`src/rtl/sio_pkg.sv`:
```
package sio_pkg;
  localparam int unsigned SIO_BYTE_W = 8;

  typedef enum logic [1:0] {
    SCK_EXT   = 2'b00,
    SCK_FAST  = 2'b01,
    SCK_MID   = 2'b10,
    SCK_SLOW  = 2'b11
  } sck_src_e;
endpackage

```
`src/rtl/sio_rate_gen.sv`:
```
module sio_rate_gen
  import sio_pkg::*;
#(
  parameter int unsigned BASE_HALF = 4,
  parameter int unsigned STEP_LOG2 = 2,
  localparam int unsigned N_RATES  = 3,
  localparam int unsigned MAX_HALF = BASE_HALF << (STEP_LOG2 * (N_RATES - 1)),
  localparam int unsigned CW       = $clog2(MAX_HALF) + 1
) (
  input  logic     clk,
  input  logic     rst_n,
  input  logic     run,
  input  sck_src_e src,
  output logic     sck,
  output logic     fall_p,
  output logic     rise_p
);
  logic [CW-1:0] lim [N_RATES];
  logic [CW-1:0] lim_cur;
  logic [CW-1:0] cnt;
  logic          active;
  logic          hit;

  // one terminal count per rate, each a factor 2^STEP_LOG2 apart
  for (genvar gi = 0; gi < N_RATES; gi++) begin : g_lim
    assign lim[gi] = CW'((BASE_HALF << (STEP_LOG2 * gi)) - 1);
  end

  always_comb begin
    case (src)
      SCK_FAST: lim_cur = lim[0];
      SCK_MID:  lim_cur = lim[1];
      SCK_SLOW: lim_cur = lim[2];
      default:  lim_cur = '0;
    endcase
  end

  assign active = run && (src != SCK_EXT);
  assign hit    = active && (cnt == lim_cur);
  assign fall_p = hit && sck;
  assign rise_p = hit && !sck;

  always_ff @(posedge clk or negedge rst_n) begin
    if (!rst_n) begin
      cnt <= '0;
      sck <= 1'b1;
    end else if (!active) begin
      cnt <= '0;
      sck <= 1'b1;
    end else if (hit) begin
      cnt <= '0;
      sck <= ~sck;
    end else begin
      cnt <= cnt + 1'b1;
    end
  end


  half_period_chk: assert property (@(posedge clk) disable iff (!rst_n)
    (!$stable(sck) && $past(active)) |-> $past(cnt) == $past(lim_cur));
endmodule

```
`src/rtl/sio_ext_edge.sv`:
```
module sio_ext_edge #(
  parameter int unsigned SYNC_STAGES = 2
) (
  input  logic clk,
  input  logic rst_n,
  input  logic en,
  input  logic sck_in,
  output logic fall_p,
  output logic rise_p
);
  logic [SYNC_STAGES-1:0] sync_q;
  logic                   prev_q;
  logic                   cur;

  assign cur = sync_q[SYNC_STAGES-1];

  always_ff @(posedge clk or negedge rst_n) begin
    if (!rst_n) begin
      sync_q <= '1;
      prev_q <= 1'b1;
    end else begin
      sync_q <= {sync_q[SYNC_STAGES-2:0], sck_in};
      prev_q <= cur;
    end
  end

  assign fall_p = en && prev_q && !cur;
  assign rise_p = en && !prev_q && cur;


  ext_single_edge_chk: assert property (@(posedge clk) disable iff (!rst_n)
    rise_p |=> !rise_p);
endmodule

```
`src/rtl/sio_shift_core.sv`:
```
module sio_shift_core
  import sio_pkg::*;
#(
  parameter int unsigned W  = SIO_BYTE_W,
  localparam int unsigned BW = $clog2(W) + 1
) (
  input  logic         clk,
  input  logic         rst_n,
  input  logic         load,
  input  logic [W-1:0] load_data,
  input  logic         msb_first,
  input  logic         fall_p,
  input  logic         rise_p,
  input  logic         sdi,
  input  logic         rd,
  output logic         busy,
  output logic         done,
  output logic [W-1:0] sr,
  output logic         sdo
);
  logic          msb_q;
  logic [BW-1:0] bitcnt;

  always_ff @(posedge clk or negedge rst_n) begin
    if (!rst_n) begin
      busy   <= 1'b0;
      done   <= 1'b0;
      sr     <= '0;
      sdo    <= 1'b1;
      msb_q  <= 1'b1;
      bitcnt <= '0;
    end else if (load) begin
      busy   <= 1'b1;
      done   <= 1'b0;
      sr     <= load_data;
      msb_q  <= msb_first;
      bitcnt <= '0;
    end else begin
      if (busy && fall_p) begin
        sdo <= msb_q ? sr[W-1] : sr[0];
      end
      if (busy && rise_p) begin
        sr     <= msb_q ? {sr[W-2:0], sdi} : {sdi, sr[W-1:1]};
        bitcnt <= bitcnt + 1'b1;
        if (bitcnt == BW'(W - 1)) begin
          busy <= 1'b0;
          done <= 1'b1;
        end
      end
      if (rd && done) begin
        done <= 1'b0;
      end
    end
  end


  read_clear_chk: assert property (@(posedge clk) disable iff (!rst_n)
    (done && rd && !busy) |=> !done);
endmodule

```
`src/rtl/sio_shifter.sv`:
```
module sio_shifter
  import sio_pkg::*;
#(
  parameter int unsigned W           = SIO_BYTE_W,
  parameter int unsigned BASE_HALF   = 4,
  parameter int unsigned STEP_LOG2   = 2,
  parameter int unsigned SYNC_STAGES = 2
) (
  input  logic         clk,
  input  logic         rst_n,
  input  logic         cfg_msb_first,
  input  logic [1:0]   cfg_clk_sel,
  input  logic         tx_valid,
  output logic         tx_ready,
  input  logic [W-1:0] tx_data,
  output logic         rx_valid,
  input  logic         rx_ready,
  output logic [W-1:0] rx_data,
  output logic         busy,
  input  logic         sck_i,
  output logic         sck_o,
  output logic         sck_oe,
  output logic         sdo,
  input  logic         sdi
);
  sck_src_e src_q, eff_src;
  logic     load;
  logic     int_fall, int_rise, ext_fall, ext_rise;
  logic     fall_p, rise_p;
  logic     is_ext;

  assign tx_ready = !busy;
  assign load     = tx_valid && !busy;
  assign eff_src  = busy ? src_q : sck_src_e'(cfg_clk_sel);
  assign is_ext   = (eff_src == SCK_EXT);
  assign sck_oe   = !is_ext;

  always_ff @(posedge clk or negedge rst_n) begin
    if (!rst_n)    src_q <= SCK_FAST;
    else if (load) src_q <= sck_src_e'(cfg_clk_sel);
  end

  sio_rate_gen #(.BASE_HALF(BASE_HALF), .STEP_LOG2(STEP_LOG2)) u_rate (
    .clk(clk), .rst_n(rst_n), .run(busy), .src(eff_src),
    .sck(sck_o), .fall_p(int_fall), .rise_p(int_rise)
  );

  sio_ext_edge #(.SYNC_STAGES(SYNC_STAGES)) u_ext (
    .clk(clk), .rst_n(rst_n), .en(busy && is_ext), .sck_in(sck_i),
    .fall_p(ext_fall), .rise_p(ext_rise)
  );

  assign fall_p = is_ext ? ext_fall : int_fall;
  assign rise_p = is_ext ? ext_rise : int_rise;

  sio_shift_core #(.W(W)) u_core (
    .clk(clk), .rst_n(rst_n), .load(load), .load_data(tx_data),
    .msb_first(cfg_msb_first), .fall_p(fall_p), .rise_p(rise_p),
    .sdi(sdi), .rd(rx_ready), .busy(busy), .done(rx_valid),
    .sr(rx_data), .sdo(sdo)
  );


  start_busy_chk: assert property (@(posedge clk) disable iff (!rst_n)
    $rose(busy) |-> $past(tx_valid));

  idle_high_chk: assert property (@(posedge clk) disable iff (!rst_n)
    !busy |-> sck_o);

  done_with_idle_chk: assert property (@(posedge clk) disable iff (!rst_n)
    $fell(busy) |-> rx_valid);

  sdo_on_fall_chk: assert property (@(posedge clk) disable iff (!rst_n)
    (busy && !is_ext && !$stable(sdo)) |-> $fell(sck_o));
endmodule

```
`config.mk`:
```
export PLATFORM = sky130hd
export DESIGN_NAME = sio_shifter
export DESIGN_NICKNAME = d
export VERILOG_FILES = /design/src/rtl/sio_pkg.sv /design/src/rtl/sio_rate_gen.sv /design/src/rtl/sio_ext_edge.sv /design/src/rtl/sio_shift_core.sv /design/src/rtl/sio_shifter.sv
export SDC_FILE = /design/constraint.sdc
export NUM_CORES = 1
export LEC_CHECK = 0
export ABC_AREA = 1
export BUFFER_PORTS_ARGS = -buffer_cell sky130_fd_sc_hd__buf_4
export CAP_MARGIN = 5
export CORE_UTILIZATION = 45
export CTS_CLUSTER_DIAMETER = 50
export DETAILED_ROUTE_END_ITERATION = 10
export GPL_TIMING_DRIVEN = 1
export PLACE_DENSITY_LB_ADDON = 0.25
export SYNTH_ARGS = -nofsm -noshare
export SYNTH_HDL_FRONTEND = slang
export SYNTH_HIERARCHICAL = 1
export SYNTH_SLANG_ARGS = --single-unit
export TNS_END_PERCENT = 10
```
`constraint.sdc`:
```
create_clock -name clk -period 2.55 [get_ports clk]
set_input_delay 0.765 -clock clk [delete_from_list [all_inputs] [get_ports clk]]
set_output_delay 0.765 -clock clk [all_outputs]
set_load 0.01 [all_outputs]
```
Yosys cells after proc, flatten, opt, wreduce, memory -nomap -nowiden
Index checks and enable logic that the tools add are counted.
{"block": "op_classes", "n_eq_ne": 6, "add_sub_neg": 2, "n_div": 0, "reduce_logical": 27, "n_shift": 0, "n_mux": 21, "bitwise_logic": 2, "multipliers": 0, "order_cmp": 0}
{"operator": "two-way mux 8 bit", "count": 3}
{"operator": "case mux 6 bit (3 select lines)", "count": 1}
{"operator": "two-way mux 7 bit", "count": 2}
{"operator": "logical AND 1 bit", "count": 13}
{"operator": "two-way mux 1 bit", "count": 12}
{"operator": "two-way mux 4 bit", "count": 2}
{"operator": "adder 7 x 1 -> 7 bit (second input constant)", "count": 1}
{"operator": "== test 7 x 6 -> 1 bit", "count": 1}
{"operator": "AND reduction 2 bit", "count": 3}
{"operator": "nonzero test 2 bit", "count": 3}
{"operator": "nonzero test 3 bit", "count": 2}
{"operator": "zero test 1 bit", "count": 5}
{"operator": "adder 4 x 1 -> 4 bit (second input constant)", "count": 1}
{"operator": "== test 2 bit (second input constant)", "count": 2}
{"operator": "== test 4 x 3 -> 1 bit (second input constant)", "count": 1}
{"operator": "== test 2 x 1 -> 1 bit (second input constant)", "count": 1}
{"operator": "zero test 2 bit", "count": 1}
{"operator": "two-way mux 2 bit", "count": 1}
{"operator": "inequality test 2 bit (second input constant)", "count": 1}
{"operator": "inverter 1 bit", "count": 2}
{"block": "totals", "input_bits": 17, "mem_count": 0, "wordCells": 69, "romBits": 0, "latch_bits": 0, "out_inout_bits": 14, "register_bits": 29, "ram_bits": 0}

Depth between registers and ports, before layout
Gate-level depths: netlist of run 1.
{"block": "depth", "ltp_word": 11, "mapped_depth": 17, "ltp_nobuf": 17}

By module
Netlist of run 1, hierarchy kept.
{"mod": "sio_shift_core", "area_per_inst_um2": 859.6, "seq_area_each_um2": 402.9, "n_inst": 1, "cells_per_inst": 117}
{"mod": "sio_rate_gen", "area_per_inst_um2": 483.0, "seq_area_each_um2": 201.4, "n_inst": 1, "cells_per_inst": 64}
{"mod": "sio_shifter", "area_per_inst_um2": 185.2, "seq_area_each_um2": 51.3, "n_inst": 1, "cells_per_inst": 29}
{"mod": "sio_ext_edge", "area_per_inst_um2": 93.8, "seq_area_each_um2": 78.8, "n_inst": 1, "cells_per_inst": 7}

Worst setup path before layout of run 1
OpenSTA, ideal clock, no wires.
{"block": "synth_timing", "path_kind": "input port to flip-flop", "start": "in cfg_clk_sel[1]", "end": "reg u_core.sr[1]", "required_ps": 2432, "setup_time_ps": 118, "path_buffers": 0, "t_arrival_ps": 2020, "path_stages": 17, "path_slack_ps": 413, "cell_sequence": "inv_1 -> nand2_2 -> nand2_4 -> inv_1 -> inv_1 -> nand2_1 -> nand2_1 -> nand2_1 -> nand3_2 -> nor3_2 -> nand2_1 -> nand2_1 -> nand2_1 -> nand2_2 -> inv_2 -> nand2_1 -> nand2_1"}
{"block": "synth_between", "elab_chain_cells": 9, "word_cells_on_any_way": 17, "cone_classes": "eq/ne: 4; mux: 3; reduce/logical: 10"}
{"element": "from (decl)", "line_no": "sio_shifter.sv:12", "text": "input logic [1:0] cfg_clk_sel,"}
{"element": "two-way mux 2 bit *", "line_no": "sio_shifter.sv:34", "text": "assign eff_src = busy ? src_q : sck_src_e'(cfg_clk_sel);"}
{"element": "via eff_src[1]", "line_no": "sio_shifter.sv:26", "text": "sck_src_e src_q, eff_src;"}
{"element": "== test 2 bit / == test 2 x 1 -> 1 bit (equally long branches)", "line_no": "sio_rate_gen.sv:30", "text": "case (src)"}
{"element": "case mux 6 bit (3 select lines)", "line_no": "sio_rate_gen.sv:30"}
{"element": "== test 7 x 6 -> 1 bit", "line_no": "sio_rate_gen.sv:39", "text": "assign hit = active && (cnt == lim_cur);"}
{"element": "logical AND 1 bit *", "line_no": "sio_rate_gen.sv:39"}
{"element": "logical AND 1 bit *", "line_no": "sio_rate_gen.sv:41", "text": "assign rise_p = hit && !sck;"}
{"element": "via int_rise", "line_no": "sio_shifter.sv:28", "text": "logic int_fall, int_rise, ext_fall, ext_rise;"}
{"element": "two-way mux 1 bit *", "line_no": "sio_shifter.sv:54", "text": "assign rise_p = is_ext ? ext_rise : int_rise;"}
{"element": "via rise_p", "line_no": "sio_shifter.sv:29", "text": "logic fall_p, rise_p;"}
{"element": "logical AND 1 bit *", "line_no": "sio_shift_core.sv:42", "text": "if (busy && rise_p) begin"}
{"element": "nonzero test 2 bit (no line) *"}
{"element": "to (signal assigned)", "line_no": "sio_shift_core.sv:35", "text": "sr <= load_data;"}
{"element": "to (signal assigned)", "line_no": "sio_shift_core.sv:43", "text": "sr <= msb_q ? {sr[W-2:0], sdi} : {sdi, sr[W-1:1]};"}
{"element": "to (decl)", "line_no": "sio_shift_core.sv:18", "text": "output logic [W-1:0] sr,"}
Mark *: on every way through the listed nets, which the timed path passes. The rest lies on a longest branch.
A chain may end at the register's enable or synchronous reset.

Worst setup path in the final report of run 1
{"block": "layout_timing", "start": "reg u_core.busy", "end": "reg u_core.sr[1]"}
{"block": "layout_between", "elab_chain_cells": 9, "word_cells_on_any_way": 20, "cone_classes": "eq/ne: 4; mux: 4; reduce/logical: 12"}
{"element": "from (decl)", "line_no": "sio_shift_core.sv:16", "text": "output logic busy,"}
{"element": "from (signal assigned)", "line_no": "sio_shift_core.sv:26", "text": "busy <= 1'b0;"}
{"element": "from (signal assigned)", "line_no": "sio_shift_core.sv:33", "text": "busy <= 1'b1;"}
{"element": "from (signal assigned)", "line_no": "sio_shift_core.sv:46", "text": "busy <= 1'b0;"}
{"element": "two-way mux 2 bit *", "line_no": "sio_shifter.sv:34"}
{"element": "via eff_src[1]", "line_no": "sio_shifter.sv:26"}
{"element": "== test 2 bit / == test 2 x 1 -> 1 bit (equally long branches)", "line_no": "sio_rate_gen.sv:30"}
{"element": "case mux 6 bit (3 select lines)", "line_no": "sio_rate_gen.sv:30"}
{"element": "== test 7 x 6 -> 1 bit", "line_no": "sio_rate_gen.sv:39"}
{"element": "logical AND 1 bit *", "line_no": "sio_rate_gen.sv:39"}
{"element": "logical AND 1 bit *", "line_no": "sio_rate_gen.sv:41"}
{"element": "via int_rise", "line_no": "sio_shifter.sv:28"}
{"element": "two-way mux 1 bit *", "line_no": "sio_shifter.sv:54"}
{"element": "via rise_p", "line_no": "sio_shifter.sv:29"}
{"element": "logical AND 1 bit *", "line_no": "sio_shift_core.sv:42"}
{"element": "nonzero test 2 bit (no line) *"}
Marks and branches as above.

==> reports/metrics.csv, run 1 <==
stage,metric,value,unit
timing,Worst-Margin Slew,0.3649,ns
timing,final hold slack,0.3470,ns
clock_network,clk_lat worst skew,0.32,ns
detailed_routing,antenna-violating nets left,0,
clock_network,Post-CTS Resized,0,
timing,RSZ-0062 raised after global routing,no,
detailed_routing,drt first pass iters,4,
yosys,"FFs w/ async S/R, synth",100.0,%
clock_network,CTS Root Cell,clkbuf_4,
timing,Slew Limit Fails,0,
placement,Port Buffer Count,30,
yosys,Yosys top cell area share,33.95,%
cells_and_area,Filler Cell Count,314,
clock_network,CTS tree,done,
yosys,Netlist cell types,26,
cells_and_area,antenna cells,0,
grt,grt total ovfl,0,
setup_path,Worst setup EP type,flop,
placement,Post-DP HPWL,2337,um
clock_network,H-tree depth,2,
grt,GRT Util Overall,19.28,%
setup_path,"Data required, critical path",2.76,ns
yosys,syn_area_per_cell,7.473,sq um
power,Pleak,1.078,nW
setup_path,kind of critical path,reg2reg,
setup_path,"Arr. time, crit path",2.39,ns
setup_path,CP startpoint kind,flop,
detailed_routing,total number of vias,1408,
detailed_routing,DR WL/cell,10.69,um
setup_path,worst-path fanout max,9,
yosys,yosys warns,6,
timing,clk_skew,0.01038,ns
yosys,top post-synthesis cells by count,"nand2_1, dfrtp_1, inv_1, nor2_1, nand3_1",
floorplan,Core ar.,3390,sq um
clock_network,Worst-path clk slew,0.09,ns
timing,Setup Viol. Count Final,0,
grt,largest net degree at the start of global routing,30,
floorplan,chip height,62.03,um
detailed_routing,vias per cell,4.709,
detailed_routing,total wire length,3196,um
timing,slew margin rel.,75.67,%
floorplan,Total Die Area,3848,sq um
yosys,#FFs+latches synth,29,
grt,antenna violations before repair,0,
yosys,part of the Yosys area used for sequential elements,45.29,%
cells_and_area,NumNets Final,271,
placement,DP Area,1888,sq um
yosys,Post-synth top flop,dfrtp_1,
yosys,net count after synthesis,236,
outcome,status,"finished, final reports clean",
clock_network,cts bufs inserted,5,
clock_network,clock tree sinks,29,
clock_network,post-CTS setup buffer count,0,
power,peak supply drop,475.4,uV
yosys,synthesized cell area,1622,sq um
yosys,Synth area leaders,"dfrtp_1, nand2_1, dfstp_2",
clock_network,clk buf depth,2,
placement,gpl congestion,0.8304,
detailed_routing,DRC,0,
timing,post-route clock period utilization,85.27,%
timing,Final min period,2.174,ns
min_path,HP Class,in2async,
timing,Fmax,0.4599,GHz
job,Max-cap violations,0,
timing,final hold vios,0,
power,power per standard cell area,887.6,nW/um^2
timing,Setup TNS,0,ns
detailed_routing,initial DRC count,45,
floorplan,Die X,62.03,um
clock_network,"Hold-fix buffers, CTS",0,
floorplan,io pins,31,
floorplan,Rows,21,
cells_and_area,layout cells sized above 1,24.51,%
yosys,synthesized netlist cell count,217,
grt,first-pass GRT wire length,5264,um
cells_and_area,Final Cell Area,1947,sq um
yosys,"EDFF count, synth",0,
yosys,Synth area leader,dfrtp_1,
yosys,most common cell in the synthesized netlist,nand2_1,
cells_and_area,"Area growth, synth to finish",20.06,%
floorplan,Starting Density,47.84,%
grt,vias in the first global route,1266,
[power by group]
part           internal, W  total, W  switching [W]  leakage (nW)
Combinational     0.000300  0.000680       0.000381         0.683
Sequential        0.000610  0.000757       0.000147         0.363
Clock             0.000136  0.000291       0.000155        0.0326
Total              0.00105   0.00173       0.000683          1.08
[worst max-delay path, stage by stage (launching register included)]
cell and delay [ns]:
dfrtp_1 0.54, inv_2 0.11, nand2_2 0.09, nand2_4 0.06, inv_1 0.12, inv_1 0.05, nand2_1 0.08, nand2_1 0.06
nand2_1 0.09, nand3_2 0.11, nor3_2 0.11, nand2_1 0.06, nand2_1 0.05, nand2_1 0.09, nand2_2 0.17, inv_2 0.12
nand2_1 0.08, nand2_1 0.05
[sequential cells by signal, summed over array words and instances (netlist names), 2 cells and up]
register,count
u_core/sr,8
u_rate/cnt,7
u_ext/sync_q,2
u_core/bitcnt,4
src_q,2
[through the flow]
stage / util, % / power (W) / cells / setup slack (ns)
final: 57.44 / 0.001728 / 299 / 0.3755
after CTS: 57.44 / 0.001743 / 299 / 0.3807
after detailed placement: 55.70 / 0.001447 / 291 / 0.1532
after floorplan: - / 0.001186 / 217 / 0.4126
after global placement: 55.70 / 0.001438 / 291 / 0.1721
after global routing: 57.44 / 0.001883 / 299 / 0.1094
[cells by family after synthesis]
family          synth area share, %
xor+xnor                      2.161
simple gates                  39.66
fa+ha+maj                     1.543
flops                         45.29
buf+inv                       8.565
compound gates                2.778
[cells in the final DEF (no fill, tap or decap)]
| master | netlist | final |
|---|---|---|
| nand2_1 | 76 | 76 |
| buf_4 | 1 | 31 |
| inv_1 | 22 | 22 |
| nor2_1 | 22 | 22 |
| dfrtp_1 | 22 | 22 |
| nand3_1 | 21 | 21 |
| dfstp_2 | 7 | 7 |
| nand2_2 | 6 | 6 |
| or2_0 | 6 | 6 |
| o21ai_0 | 5 | 5 |
| clkbuf_4 | 0 | 5 |
| a21oi_1 | 4 | 4 |
| inv_2 | 3 | 3 |
| nand2_4 | 3 | 3 |
| xor2_1 | 3 | 3 |
| clkbuf_1 | 0 | 2 |
| nor3_1 | 2 | 2 |
| or2_2 | 2 | 2 |
| nand4_1 | 2 | 2 |
| ha_1 | 2 | 2 |
| clkbuf_8 | 0 | 1 |
| clkinv_1 | 1 | 1 |
| bufinv_8 | 1 | 1 |
| nor2_2 | 1 | 1 |
| nand3_2 | 1 | 1 |
| xnor2_1 | 1 | 1 |
| nor3_2 | 1 | 1 |
[cell type report]
class	instances	area, sq um	share of cell area, %
multi-input cells	158	748.2	38.43
flip-flops and latches	29	734.5	37.72
repair buffers	31	232.7	11.95
inverters	27	115.1	5.913
clock buffers	8	58.81	3.021
well taps	46	57.56	2.956
[layer usage]
metal	global-route usage [%]	up-vias	part of all wire, %	wire, um
li1	-	739	-	-
met1	24.41	632	49	1582
met2	31.00	35	45	1448
met3	6.211	2	4.5	145
met4	6.667	0	0.59	19
met5	0	-	0	0
[path summary, 6_finish.rpt]
kind / slack [ns] / start / to / cells after the start
setup / recovery: 0.38 / u_core/busy / u_core/sr[1] / 17
hold / removal: 0.35 / rst_n / u_core/bitcnt[3] / 1
setup reg to reg: 0.38 / u_core/busy / u_core/sr[1] / 17
hold reg to reg: 0.36 / u_ext/sync_q[0] / u_ext/sync_q[1] / 0
max in group asynchronous: 1.89 / rst_n / u_rate/sck / 1
min in group clk: 0.36 / u_ext/sync_q[0] / u_ext/sync_q[1] / 0
No activity file was read; power rests on OpenSTA's default activity.
==> run 2: changes to the inputs <==
Settings changed: ABC_AREA 1 to unset.
==> run 2 against run 1 <==
Sequential share of layout area decreased by 0.81 points; clock skew grew 0.0018 ns; combinational power decreased by 0.7%; critical path type is now in2reg; largest cell class unchanged; highest routed layer unchanged.
==> reports/metrics.csv, run 2 <==
stage,metric,value,unit
placement,Port Buffer Count,30,
yosys,Yosys top cell area share,36.58,%
detailed_routing,antenna-violating nets left,0,
setup_path,worst r2r dst,u_core/done,
yosys,top post-synthesis cells by count,"dfrtp_1, nor2_1, nand2_1",
timing,clk_skew,0.01218,ns
setup_path,"Data required, critical path",2.78,ns
yosys,Synth area leaders,"dfrtp_1, dfstp_2, nor2_1",
detailed_routing,drt first pass iters,4,
yosys,synthesized cell area,1505,sq um
detailed_routing,total number of vias,1250,
timing,Setup Viol. Count Final,0,
clock_network,clk_lat worst skew,0.33,ns
job,Max-cap violations,0,
placement,DP Area,1866,sq um
detailed_routing,DRC,0,
yosys,Netlist cell types,39,
clock_network,H-tree depth,2,
outcome,status,"finished, final reports clean",
power,Pleak,0.8661,nW
cells_and_area,area of the multi-input gates,779.5,sq um
yosys,#FFs+latches synth,29,
timing,slew margin rel.,75.52,%
cells_and_area,max reg flops,8,
cells_and_area,antenna cells,0,
detailed_routing,DR WL/cell,13.57,um
cells_and_area,Final Cell Area,1993,sq um
clock_network,Worst-path clk slew,0.11,ns
yosys,syn_area_per_cell,10.24,sq um
setup_path,crit path from,cfg_clk_sel[1],
floorplan,chip height,59.84,um
timing,final hold vios,0,
clock_network,CTS tree,done,
cells_and_area,most frequent cells in the layout,"buf_4, dfrtp_1, nor2_1",
grt,antenna violations before repair,0,
yosys,yosys warns,6,
clock_network,CTS Root Cell,clkbuf_4,
clock_network,clock tree sinks,29,
floorplan,io pins,31,
yosys,part of the Yosys area used for sequential elements,48.79,%
timing,RSZ-0062 raised after global routing,yes,
setup_path,kind of critical path,in2reg,
cells_and_area,"Area growth, synth to finish",32.42,%
cells_and_area,"most common cell after layout, fill and taps aside",buf_4,
setup_path,worst r2r src,u_core/busy,
clock_network,clk buf depth,2,
grt,GRT Util Overall,20.20,%
power,power per standard cell area,931.7,nW/um^2
clock_network,"Hold-fix buffers, CTS",0,
detailed_routing,vias per cell,5.274,
floorplan,Total Die Area,3580,sq um
timing,Final min period,2.546,ns
yosys,"EDFF count, synth",0,
cells_and_area,"Most flops, register",u_core/sr,
floorplan,Die X,59.84,um
detailed_routing,initial DRC count,56,
floorplan,Starting Density,48.51,%
timing,Slew Limit Fails,0,
yosys,Synth area leader,dfrtp_1,
timing,Worst-Margin Slew,0.3671,ns
grt,vias in the first global route,1179,
placement,Place WS,-0.3854,ns
cells_and_area,Reg area,735.7,sq um
setup_path,CP startpoint kind,primary input,
detailed_routing,total wire length,3215,um
setup_path,worst-path fanout max,3,
floorplan,Core ar.,3103,sq um
clock_network,post-CTS setup buffer count,0,
yosys,most common cell in the synthesized netlist,dfrtp_1,
power,peak supply drop,492.6,uV
cells_and_area,layout cells sized above 1,41.97,%
setup_path,R2R Setup Slk,0.06,ns
clock_network,cts bufs inserted,5,
setup_path,Worst Reg-to-Reg Cells,9,
min_path,HP Class,in2async,
yosys,"FFs w/ async S/R, synth",100.0,%
grt,grt total ovfl,0,
timing,post-route clock period utilization,99.84,%
timing,Fmax,0.3928,GHz
yosys,net count after synthesis,166,
floorplan,Rows,20,
yosys,Post-synth top flop,dfrtp_1,
yosys,synthesized netlist cell count,147,
placement,gpl congestion,0.7790,
setup_path,"Arr. time, crit path",2.78,ns
setup_path,Worst setup EP type,flop,
grt,largest net degree at the start of global routing,30,
timing,post-layout worst setup margin,0.004068,ns
cells_and_area,Filler Cell Count,284,
grt,first-pass GRT wire length,5361,um
placement,Post-DP HPWL,2300,um
cells_and_area,NumNets Final,211,
cells_and_area,largest registers,"u_core/sr x8, u_rate/cnt x7, u_core/bitcnt x4",
## run 2: power by group
group          total [W]  switching (W)  internal, W  leakage (nW)
clock           0.000401       0.000167     0.000234        0.0455
combinational   0.000675       0.000302     0.000373         0.466
sequential      0.000781       0.000174     0.000608         0.355
total            0.00186       0.000642      0.00121         0.866
## run 2: per-stage QoR
step	hold slack (ns)	util (%)	power (W)	setup TNS, ns	instances
final	0.3352	64.23	0.001857	0	237
after global routing	0.3652	64.23	0.001983	-0.1655	237
after CTS	0.3534	63.10	0.001836	0	237
after detailed placement	0.3498	60.12	0.001429	-4.253	229
after global placement	0.3492	60.12	0.001401	-3.235	229
after floorplan	0.3452	-	0.001116	-1.342	147
## run 2: cell families (layout without fill, tap and decap cells)
kind of cell	Yosys count	after routing	share of synthesized area [%]
adders and majority gates	2	2	1.662
and+or+nand+nor	64	64	22.78
buffers and inverters	8	54	2.411
DFF	29	29	48.80
xor gates and xnor gates	8	8	4.655
AOI/OAI and AO/OA	28	28	13.30
muxes	8	8	6.401
## run 2: layout make-up
class / count / share of cell area, %
clock buffers: 7 / 2.762
well taps: 44 / 2.762
repair buffers: 44 / 16.57
multi-input cells: 110 / 39.11
clock inverters: 1 / 1.507
flip-flops and latches: 29 / 36.91
inverters: 2 / 0.3766
## run 2: layer usage
layer / part of all wire, % / global-route usage [%]
met1: 45 / 25.62
met2: 49 / 33.49
met3: 5.3 / 5.628
met4: 1.1 / 5.980
met5: 0 / 0
## run 2: timing repair
action,in CTS,in global routing
pin swaps,0,1
setup endpoints to repair,2,9
gates resized for setup,2,8
## run 2: how the worst max path moves through the flow
stage / end / slack [ns]
after floorplan: u_core/busy / -0.20
after global placement: u_core/busy / -0.30
after detailed placement: u_core/busy / -0.39
after CTS: u_core/busy / 0.01
after global routing: u_core/busy / -0.05
final: u_core/done / 0.004
## run 2: critical path: stages
cell and delay (ns):
buf_4 0.12, mux2_4 0.27, buf_4 0.14, xnor2_1 0.12
o31a_1 0.26, nor4_2 0.24, mux2_4 0.20, nand3_2 0.07
or3b_4 0.41, o31ai_2 0.19
